==> src/rtl/lab_pkg.sv <==
package lab_pkg;

    typedef enum logic [2:0] {
        CMD_NOP = 3'd0,
        CMD_ACT = 3'd1,
        CMD_PRE = 3'd2,
        CMD_RD  = 3'd3,
        CMD_WR  = 3'd4,
        CMD_RDA = 3'd5,
        CMD_WRA = 3'd6
    } cmd_e;

    function automatic cmd_e col_cmd(input logic wr, input logic ap);
        if (wr) return ap ? CMD_WRA : CMD_WR;
        return ap ? CMD_RDA : CMD_RD;
    endfunction

    function automatic logic is_col(input cmd_e c);
        return (c == CMD_RD) || (c == CMD_WR) || (c == CMD_RDA) || (c == CMD_WRA);
    endfunction

    function automatic logic is_autopre(input cmd_e c);
        return (c == CMD_RDA) || (c == CMD_WRA);
    endfunction

endpackage

==> src/rtl/lab_req_queue.sv <==
module lab_req_queue #(
    parameter int DEPTH = 4,
    parameter int W     = 8
) (
    input  logic                       clk_i,
    input  logic                       rst_i,
    input  logic                       push_i,
    input  logic [W-1:0]               din_i,
    input  logic                       pop_i,
    output logic [DEPTH-1:0][W-1:0]    ent_o,
    output logic [DEPTH-1:0]           vld_o,
    output logic                       full_o
);
    localparam int CW = $clog2(DEPTH + 1);

    logic [DEPTH-1:0][W-1:0] mem_q, mem_d;
    logic [CW-1:0]           cnt_q, cnt_d, after_pop;

    always_comb begin
        mem_d     = mem_q;
        after_pop = cnt_q - CW'(pop_i);
        if (pop_i) begin
            for (int i = 0; i < DEPTH - 1; i++) mem_d[i] = mem_q[i+1];
        end
        if (push_i) mem_d[after_pop] = din_i;
        cnt_d = after_pop + CW'(push_i);
    end

    always_ff @(posedge clk_i) begin
        if (rst_i) begin
            cnt_q <= '0;
            mem_q <= '0;
        end else begin
            cnt_q <= cnt_d;
            mem_q <= mem_d;
        end
    end

    generate
        for (genvar g = 0; g < DEPTH; g++) begin : g_vld
            assign vld_o[g] = (CW'(g) < cnt_q);
        end
    endgenerate

    assign ent_o  = mem_q;
    assign full_o = (cnt_q == CW'(DEPTH));

endmodule

==> src/rtl/lab_bank_timer.sv <==
module lab_bank_timer #(
    parameter int ROW_W = 14,
    parameter int TRCD  = 3,
    parameter int TRP   = 3,
    parameter int TRAS  = 6
) (
    input  logic             clk_i,
    input  logic             rst_i,
    input  logic             act_i,
    input  logic             pre_i,
    input  logic             apre_i,
    input  logic [ROW_W-1:0] row_i,
    output logic             open_o,
    output logic [ROW_W-1:0] row_o,
    output logic             rcd_ok_o,
    output logic             ras_ok_o,
    output logic             rp_ok_o
);
    localparam int CNT_W = $clog2(TRAS + TRP + 1) + 1;

    logic [CNT_W-1:0] rcd_q, ras_q, rp_q;
    logic             open_q;
    logic [ROW_W-1:0] row_q;

    function automatic logic [CNT_W-1:0] dec(input logic [CNT_W-1:0] v);
        return (v == '0) ? '0 : v - 1'b1;
    endfunction

    always_ff @(posedge clk_i) begin
        if (rst_i) begin
            open_q <= 1'b0;
            row_q  <= '0;
            rcd_q  <= '0;
            ras_q  <= '0;
            rp_q   <= '0;
        end else begin
            rcd_q <= dec(rcd_q);
            ras_q <= dec(ras_q);
            rp_q  <= dec(rp_q);
            if (act_i) begin
                open_q <= 1'b1;
                row_q  <= row_i;
                rcd_q  <= CNT_W'(TRCD - 1);
                ras_q  <= CNT_W'(TRAS - 1);
            end else if (pre_i) begin
                open_q <= 1'b0;
                rp_q   <= CNT_W'(TRP - 1);
            end else if (apre_i) begin
                // internal precharge waits for the row-active window first
                open_q <= 1'b0;
                rp_q   <= ras_q + CNT_W'(TRP - 1);
            end
        end
    end

    assign open_o   = open_q;
    assign row_o    = row_q;
    assign rcd_ok_o = (rcd_q == '0);
    assign ras_ok_o = (ras_q == '0);
    assign rp_ok_o  = (rp_q == '0);

endmodule

==> src/rtl/lab_pick.sv <==
module lab_pick
    import lab_pkg::*;
#(
    parameter int NUM_BANKS = 8,
    parameter int ROW_W     = 14,
    parameter int COL_W     = 10,
    parameter int DEPTH     = 4
) (
    input  logic [DEPTH-1:0][1+1+$clog2(NUM_BANKS)+ROW_W+COL_W-1:0] ent_i,
    input  logic [DEPTH-1:0]                  vld_i,
    input  logic [NUM_BANKS-1:0]              open_i,
    input  logic [NUM_BANKS-1:0][ROW_W-1:0]   rows_i,
    input  logic [NUM_BANKS-1:0]              rcd_ok_i,
    input  logic [NUM_BANKS-1:0]              ras_ok_i,
    input  logic [NUM_BANKS-1:0]              rp_ok_i,
    output cmd_e                              cmd_o,
    output logic [$clog2(NUM_BANKS)-1:0]      bank_o,
    output logic [ROW_W-1:0]                  row_o,
    output logic [COL_W-1:0]                  col_o,
    output logic                              pop_o
);
    localparam int BANK_W = $clog2(NUM_BANKS);

    typedef struct packed {
        logic              wr;
        logic              ap;
        logic [BANK_W-1:0] bank;
        logic [ROW_W-1:0]  row;
        logic [COL_W-1:0]  col;
    } req_t;

    req_t                 h, e;
    logic                 same_seen, row_miss, head_go, found;
    logic [NUM_BANKS-1:0] seen;

    always_comb begin
        cmd_o     = CMD_NOP;
        bank_o    = '0;
        row_o     = '0;
        col_o     = '0;
        pop_o     = 1'b0;
        same_seen = 1'b0;
        row_miss  = 1'b0;
        found     = 1'b0;
        seen      = '0;
        h         = req_t'(ent_i[0]);
        e         = '0;
        if (vld_i[0]) begin
            // look ahead for the next request to the head's bank
            for (int i = 1; i < DEPTH; i++) begin
                e = req_t'(ent_i[i]);
                if (vld_i[i] && !same_seen && (e.bank == h.bank)) begin
                    same_seen = 1'b1;
                    row_miss  = (e.row != h.row);
                end
            end
            if (open_i[h.bank]) begin
                if (rows_i[h.bank] == h.row) begin
                    if (rcd_ok_i[h.bank]) begin
                        cmd_o  = col_cmd(h.wr, h.ap | row_miss);
                        bank_o = h.bank;
                        row_o  = h.row;
                        col_o  = h.col;
                        pop_o  = 1'b1;
                    end
                end else if (ras_ok_i[h.bank]) begin
                    cmd_o  = CMD_PRE;
                    bank_o = h.bank;
                end
            end else if (rp_ok_i[h.bank]) begin
                cmd_o  = CMD_ACT;
                bank_o = h.bank;
                row_o  = h.row;
            end
        end
        head_go = (cmd_o != CMD_NOP);
        if (vld_i[0]) seen[h.bank] = 1'b1;
        // bank preparation for later entries in idle slots
        for (int i = 1; i < DEPTH; i++) begin
            e = req_t'(ent_i[i]);
            if (vld_i[i] && !head_go && !found && !seen[e.bank]) begin
                if (!open_i[e.bank] && rp_ok_i[e.bank]) begin
                    found  = 1'b1;
                    cmd_o  = CMD_ACT;
                    bank_o = e.bank;
                    row_o  = e.row;
                end else if (open_i[e.bank] && (rows_i[e.bank] != e.row) && ras_ok_i[e.bank]) begin
                    found  = 1'b1;
                    cmd_o  = CMD_PRE;
                    bank_o = e.bank;
                end
            end
            if (vld_i[i]) seen[e.bank] = 1'b1;
        end
    end

endmodule

==> src/rtl/bank_lookahead_sched.sv <==
module bank_lookahead_sched
    import lab_pkg::*;
#(
    parameter int NUM_BANKS = 8,
    parameter int ROW_W     = 14,
    parameter int COL_W     = 10,
    parameter int DEPTH     = 4,
    parameter int TRCD      = 3,
    parameter int TRP       = 3,
    parameter int TRAS      = 6
) (
    input  logic                         clk_i,
    input  logic                         rst_i,
    input  logic                         req_valid_i,
    output logic                         req_ready_o,
    input  logic [$clog2(NUM_BANKS)-1:0] req_bank_i,
    input  logic [ROW_W-1:0]             req_row_i,
    input  logic [COL_W-1:0]             req_col_i,
    input  logic                         req_write_i,
    input  logic                         req_autopre_i,
    output logic [2:0]                   cmd_o,
    output logic [$clog2(NUM_BANKS)-1:0] cmd_bank_o,
    output logic [ROW_W-1:0]             cmd_row_o,
    output logic [COL_W-1:0]             cmd_col_o
);
    localparam int BANK_W = $clog2(NUM_BANKS);
    localparam int REQ_W  = 2 + BANK_W + ROW_W + COL_W;

    logic [DEPTH-1:0][REQ_W-1:0]        ent;
    logic [DEPTH-1:0]                   vld;
    logic                               full, push, pop;
    logic [NUM_BANKS-1:0]               open_v, rcd_ok, ras_ok, rp_ok;
    logic [NUM_BANKS-1:0][ROW_W-1:0]    rows;
    cmd_e                               nxt_cmd, cmd_q;
    logic [BANK_W-1:0]                  nxt_bank, bank_q;
    logic [ROW_W-1:0]                   nxt_row, row_q;
    logic [COL_W-1:0]                   nxt_col, col_q;

    assign push        = req_valid_i && !full;
    assign req_ready_o = !full;

    lab_req_queue #(.DEPTH(DEPTH), .W(REQ_W)) queue_i (
        .clk_i  (clk_i),
        .rst_i  (rst_i),
        .push_i (push),
        .din_i  ({req_write_i, req_autopre_i, req_bank_i, req_row_i, req_col_i}),
        .pop_i  (pop),
        .ent_o  (ent),
        .vld_o  (vld),
        .full_o (full)
    );

    generate
        for (genvar b = 0; b < NUM_BANKS; b++) begin : g_bank
            logic hit;
            assign hit = (nxt_bank == BANK_W'(b));
            lab_bank_timer #(.ROW_W(ROW_W), .TRCD(TRCD), .TRP(TRP), .TRAS(TRAS)) timer_i (
                .clk_i    (clk_i),
                .rst_i    (rst_i),
                .act_i    (hit && (nxt_cmd == CMD_ACT)),
                .pre_i    (hit && (nxt_cmd == CMD_PRE)),
                .apre_i   (hit && is_autopre(nxt_cmd)),
                .row_i    (nxt_row),
                .open_o   (open_v[b]),
                .row_o    (rows[b]),
                .rcd_ok_o (rcd_ok[b]),
                .ras_ok_o (ras_ok[b]),
                .rp_ok_o  (rp_ok[b])
            );
        end
    endgenerate

    lab_pick #(.NUM_BANKS(NUM_BANKS), .ROW_W(ROW_W), .COL_W(COL_W), .DEPTH(DEPTH)) pick_i (
        .ent_i    (ent),
        .vld_i    (vld),
        .open_i   (open_v),
        .rows_i   (rows),
        .rcd_ok_i (rcd_ok),
        .ras_ok_i (ras_ok),
        .rp_ok_i  (rp_ok),
        .cmd_o    (nxt_cmd),
        .bank_o   (nxt_bank),
        .row_o    (nxt_row),
        .col_o    (nxt_col),
        .pop_o    (pop)
    );

    always_ff @(posedge clk_i) begin
        if (rst_i) begin
            cmd_q  <= CMD_NOP;
            bank_q <= '0;
            row_q  <= '0;
            col_q  <= '0;
        end else begin
            cmd_q  <= nxt_cmd;
            bank_q <= nxt_bank;
            row_q  <= nxt_row;
            col_q  <= nxt_col;
        end
    end

    assign cmd_o      = cmd_q;
    assign cmd_bank_o = bank_q;
    assign cmd_row_o  = row_q;
    assign cmd_col_o  = col_q;

endmodule

==> config.mk <==
export PLATFORM = sky130hd
export DESIGN_NAME = bank_lookahead_sched
export DESIGN_NICKNAME = d
export VERILOG_FILES = /design/src/rtl/lab_pkg.sv /design/src/rtl/lab_req_queue.sv /design/src/rtl/lab_bank_timer.sv /design/src/rtl/lab_pick.sv /design/src/rtl/bank_lookahead_sched.sv
export SDC_FILE = /design/constraint.sdc
export NUM_CORES = 1
export LEC_CHECK = 0
export BUFFER_PORTS_ARGS = -buffer_cell sky130_fd_sc_hd__buf_2
export CAP_MARGIN = 40
export CORE_MARGIN = 2
export CORE_UTILIZATION = 40
export CTS_BUF_LIST = sky130_fd_sc_hd__clkbuf_8 sky130_fd_sc_hd__clkbuf_16
export CTS_CLUSTER_SIZE = 28
export DETAILED_ROUTE_END_ITERATION = 10
export SLEW_MARGIN = 15
export SYNTH_ARGS = -nofsm -noshare
export SYNTH_HDL_FRONTEND = slang
export SYNTH_SLANG_ARGS = --single-unit
==> constraint.sdc <==
create_clock -name clk_i -period 5.5 [get_ports clk_i]
set_input_delay 0.825 -clock clk_i [delete_from_list [all_inputs] [get_ports clk_i]]
set_output_delay 0.825 -clock clk_i [all_outputs]
set_load 0.05 [all_outputs]
## Word-level counts from Yosys, hierarchy flattened

Cells that the tools add are included.

- Flip-flop bits (word level): 389
- Output and inout port bits: 31
- Bits of input ports: 32

- $lt $le $gt $ge: 13
- Equal/unequal tests: 22
- Bitwise gates (word level): 7
- $add $sub $neg: 34
- Reductions and logical operators: 115
- Muxes and demuxes: 210

Operators with widths:

| cell | number |
|---|---|
| $mux W14 | 15 |
| $mux W87 | 2 |
| $bmux W14 S3 | 4 |
| $mux W5 | 32 |
| $mux W3 | 47 |
| $logic_not A5 Y1 | 24 |
| $sub A5 B1 Y5 const B | 24 |
| $bwmux W116 | 1 |
| $ne A14 B14 Y1 | 6 |
| $mux W1 | 67 |
| $demux W29 S2 | 1 |
| $logic_and A1 B1 Y1 | 51 |
| $bmux W1 S3 | 16 |
| $reduce_or A3 Y1 | 16 |
| $add A5 B2 Y5 const B | 8 |
| $mux W2 | 18 |
| $mux W29 | 1 |
| $reduce_bool A3 Y1 | 9 |
| $mux W8 | 3 |
| $eq A3 B3 Y1 const B | 7 |
| $lt A3 B4 Y1 const B | 4 |
| $or A8 B8 Y8 | 2 |
| $eq A14 B14 Y1 | 1 |
| $ge A3 B1 Y1 const B | 4 |
| other kinds (15) | 38 |

## Logic depth before layout (Yosys ltp)

- Depth in word-level cells: 41
- Mapped depth: 22

## Cells and area by module

Synthesis repeated with hierarchy kept, for this count alone.

- Cells, all modules: 2513
- Area, all modules: 24108.1 um^2

Modules (own cells, without submodules):

| module | cells an instance | area an instance (um^2) | instances | seq. area each (um^2) |
|---|---|---|---|---|
| lab_bank_timer | 136 | 1295.0 | 8 | 600.6 |
| lab_pick | 759 | 6887.9 | 1 | 0.0 |
| lab_req_queue | 565 | 5840.6 | 1 | 2382.3 |
| bank_lookahead_sched | 101 | 1019.7 | 1 | 600.6 |

## Worst setup path after synthesis

Ideal clock, no wire load.

- Kind: reg-to-reg
- From: reg queue_i.mem_q, in the netlist queue_i.ent_o[84]
- To: reg g_bank[7].timer_i.rp_q[3]
- Data arrival time: 4.281 ns
- Setup slack: 1.148 ns
- Library setup time: 0.071 ns
- Cell stages (with the launch flop): 20
- Period minus slack after synthesis: 4.352 ns
- Cells stage by stage: dfxtp_1 > buf_2 > buf_6 > buf_4 > buf_2 > clkbuf_1 > xor2_1 > nor3_1 > or3_1 > a21oi_1 > a211oi_1 > ha_1 > nand2_1 > a21oi_1 > a32oi_2 > o31ai_2 > buf_6 > nand3_2 > or4_1 > a21oi_1

- Word-level cells in the longest chain between the ends: 36

RTL lines:

| what | RTL line | source |
|---|---|---|
| start: declaration | lab_req_queue.sv:16 | `logic [DEPTH-1:0][W-1:0] mem_q, mem_d;` |
| start signal: assignment | lab_req_queue.sv:35 | `mem_q <= mem_d;` |
| parallel branches: the longest is 35 deep, another holds $eq A3 B3 Y1 | -- |  |
| $mux W5 * | lab_bank_timer.sv:40 | `if (act_i) begin` |
| end signal: assignment | lab_bank_timer.sv:39 | `rp_q <= dec(rp_q);` |
| end signal: assignment | lab_bank_timer.sv:47 | `rp_q <= CNT_W'(TRP - 1);` |
| end signal: assignment | lab_bank_timer.sv:51 | `rp_q <= ras_q + CNT_W'(TRP - 1);` |
| end: declaration | lab_bank_timer.sv:21 | `logic [CNT_W-1:0] rcd_q, ras_q, rp_q;` |

Every way passes the cells marked *. The select of a mux whose other input is x is not followed.
A chain may end at the register's enable or synchronous reset.

## Worst setup path in the final report

- From: reg queue_i.mem_q, in the netlist queue_i.ent_o[111]
- To: reg g_bank[2].timer_i.rp_q[3]

- Word-level cells in the longest chain between the ends: 31

RTL lines:

| what | RTL line |
|---|---|
| parallel branches: the longest is 30 deep, another holds $eq A3 B3 Y1 | -- |
| $mux W5 * | lab_bank_timer.sv:40 |
| end signal: assignment | lab_bank_timer.sv:39 |
| end signal: assignment | lab_bank_timer.sv:47 |
| end signal: assignment | lab_bank_timer.sv:51 |
| end: declaration | lab_bank_timer.sv:21 |

Marked as above.

==> impl_metrics.toml <==
[floorplanning]
fp.dieW_um = 249.5
row_count = 89
ios = 63
die_y_um = 249.5
coreArea_mm2 = 0.05935
start_util_pct = 40.61
die_area_mm2 = 0.06224

[yosys]
netlist_area_mm2 = 0.02411
yosysUniqueCellTypes = 86
synthArstFlopShare_pct = 0
yosysSeqAreaShare_pct = 32.31
yosysWarnings = 0
ys_seq_elements = 389
synth_edf_count = 0
synth_nets = 2875
synth_top_area_share_pct = 32.31
synth_flop_cell = "dfxtp_1"
yosysMostFrequentCell = "dfxtp_1"
syn-instance-count = 2790
yosys.area.top_type = "dfxtp_1"
ys_top_cells_by_count = "dfxtp_1, mux2i_1, nor2_1"
yosys-top-cells-area = "dfxtp_1, mux2i_1, a21oi_1"
avgSynthCellArea_um2 = 8.640

[run_status]
status = "completed"

[layout]
area_growth_pct = 12.37
design_area_mm2 = 0.02709
fin_util_pct = 45.64
nets = 2897
drive_above_1_share_pct = 15.39

[pwr]
powerDensity_mw_per_mm2 = 414.9
power_frac_comb_pct = 40.8
peakVddDrop_mv = 0.2305
p_int_w = 0.006820
p_sw_share_pct = 39.32
power_frac_seq_pct = 32.7
leakage_nw = 9.810
power.share.clock_pct = 26.5
netSwitchingPower_w = 0.004419
p_total_w = 0.01124

[detailed_routing]
vias = 22650
wire_per_inst_um = 24.52
via_per_inst = 6.268
drc = 0
dr.pass1.iters = 5
drtAntennaViolNets = 0
finalWirelength_um = 88580
drtIter0Drc = 2679

[setup_path]
reg2reg_to = "g_bank[2].timer_i.rp_q[3]$_SDFF_PP0_"
crit_fanout = 21
crit_top_cell = "buf_4"
cp.required_ps = 5940
rr_worst_depth = 15
max_stage_delay_ps = 650
rr_startpoint = "queue_i.ent_o[111]$_SDFFE_PP0P_"
critical_path_arrival_ps = 5810
path_cells = "buf_4 -> nand2b_1 -> o22ai_1 -> a221oi_1 -> xnor2_1 -> nand3_1 -> o31ai_1 -> a2111oi_2 -> and3_4 -> o31ai_2 -> buf_4 -> nand2_1 -> o21ai_0 -> buf_4 -> a311oi_1"
critical_path_class = "reg -> reg"
endpoint_kind = "register"
critPathLaunchType = "register"
rrSetupSlack_ps = 120
slowest_stage = "dfxtp_1"

[sta]
hold_violations = 0
timing.hold.ws_ps = 436.0
post-route-period-util_pct = 97.74
max_slew_margin_pct = 32.96
period_needed_ps = 5376
tns_ps = 0
worstMarginPinSlew_ps = 1006
clock_skew_ps = 20.83
setup-violations-final = 0
clock.fmax_mhz = 186.0
slew_violations = 0
grt_setup_unrepaired = "no"

[clock_tree]
clk_pin_slew_worst_paths_ps = 60
htreeDepth = 2
cts_hold_buf = 0
clock_latency_ps = 600
cts_setup_buffers = 0
tritoncts = "built"
post_cts_resized = 0
cts-root-buf = "clkbuf_16"
cts_buffer_depth = 3
cts_buffers = 44
cts.sinks = 389

[global_route]
overflow = 0
grt_max_degree = 180
antenna_found_initial = 2
first_global_vias = 21770
grt_use_total_pct = 27.88
grt_pass1_wl_um = 135200

[min_path]
hp-start = "g_bank[1].timer_i.rcd_q[0]$_SDFF_PP0_"
hold_depth = 1
hold_end = "g_bank[1].timer_i.rcd_q[0]$_SDFF_PP0_"
hold_path.class = "reg -> reg"

[placed_design]
io_buffers = 62
gp_congestion = 1.014
hpwlAfterDp_um = 64780
dpl_cell_area_mm2 = 0.02562

[run]
maxCapViolCount = 0
==> worst max-delay path: cells and delay by family (launching register included) <==
family,cells,cell delay (ps)
AO/OA/AOI/OAI,7,2310
XOR/XNOR,1,200
buffers and inverters,3,900
flip-flops,1,650
AND/OR/NAND/NOR,4,1140
==> per-layer routing <==
layer / wire length (µm) / global-route usage (%) / part of all wire, % / vias to the layer above
li1: - / - / - / 10360
met4: 4318 / 12.32 / 4.9 / 2
met2: 37310 / 41.63 / 42 / 1090
met3: 8267 / 5.945 / 9.3 / 249
met5: 7 / 0 / 0.0079 / -
met1: 38680 / 38.58 / 44 / 10950
==> layout by cell type (no fill, tap or decap), drive strengths merged, types with 11 or more instances in the layout <==
cell type    n
ha          53
nor3       166
a22o        17
and3        34
nand2b      32
or2         21
a21o        16
xnor2       74
a211oi      99
mux4        36
nand2      158
mux2        67
nor2       227
inv        102
nor2b       16
nand3       59
a22oi       45
o211ai      22
o22ai       36
nand4       40
or3         18
a31oi       23
nor4        58
dfxtp      389
o31ai       12
clkbuf      54
buf        193
o311ai      15
a21oi      188
nor4b       28
xor2        62
and2        11
mux2i      273
o21ai       83
==> sequential cells by signal (all words and copies together) (netlist names) <==
register	flops
g_bank.timer_i.ras_q	40
queue_i.ent_o	116
cmd_col_o	10
g_bank.timer_i.row_o	112
cmd_bank_o	3
cmd_o	3
g_bank.timer_i.open_o	8
cmd_row_o	14
g_bank.timer_i.rcd_q	40
g_bank.timer_i.rp_q	40
queue_i.cnt_q	3
==> cell type report <==
class,instances,area [µm²]
clock inverter,19,190.2
inverter,97,364.1
timing repair buffer,193,1494
tap,773,967.2
fill,5722,32260
sequential,389,7799
multi-input combinational,2087,15020
clock buffer,54,1250
antenna,1,2.502
==> stage by stage <==
stage          setup slack (ps)  cells
2_1_floorplan              1148   2790
6_report                  124.5   3613
3_3_place_gp              231.8   3534
4_1_cts                   317.4   3611
5_1_grt                   20.42   3612
3_5_place_dp              344.6   3538
==> kinds of logic after synthesis <==
logic type | synth area share, %
xor+xnor | 4.941
compound gates | 17.12
flops | 32.31
buf+inv | 5.549
simple gates | 19.50
mux | 17.83
fa+ha+maj | 2.751
==> power by group through the flow <==
stage | clock, W | sequential (W) | combinational [W]
floorplan | 0 | 0.00360 | 0.00308
global placement | 0 | 0.00370 | 0.00437
detailed placement | 0 | 0.00372 | 0.00449
CTS | 0.00304 | 0.00366 | 0.00452
global route | 0.00315 | 0.00373 | 0.00497
finish | 0.00298 | 0.00367 | 0.00458
==> how the worst max path moves through the flow <==
stage,cells after the start,endpoint,slack (ps),startpoint
final,15,g_bank[2].timer_i.rp_q[3]$_SDFF_PP0_,120,queue_i.ent_o[111]$_SDFFE_PP0P_
after global routing,16,g_bank[3].timer_i.rp_q[3]$_SDFF_PP0_,20,g_bank[0].timer_i.ras_q[1]$_SDFF_PP0_
after CTS,15,g_bank[2].timer_i.rp_q[3]$_SDFF_PP0_,320,queue_i.ent_o[111]$_SDFFE_PP0P_
after detailed placement,15,g_bank[2].timer_i.rp_q[3]$_SDFF_PP0_,340,queue_i.ent_o[111]$_SDFFE_PP0P_
after global placement,14,g_bank[1].timer_i.row_o[6]$_SDFFE_PP0P_,230,queue_i.ent_o[54]$_SDFF_PP0_
after floorplan,19,g_bank[7].timer_i.rp_q[3]$_SDFF_PP0_,1150,queue_i.ent_o[84]$_SDFF_PP0_
No activity file was read; power rests on OpenSTA's default activity.
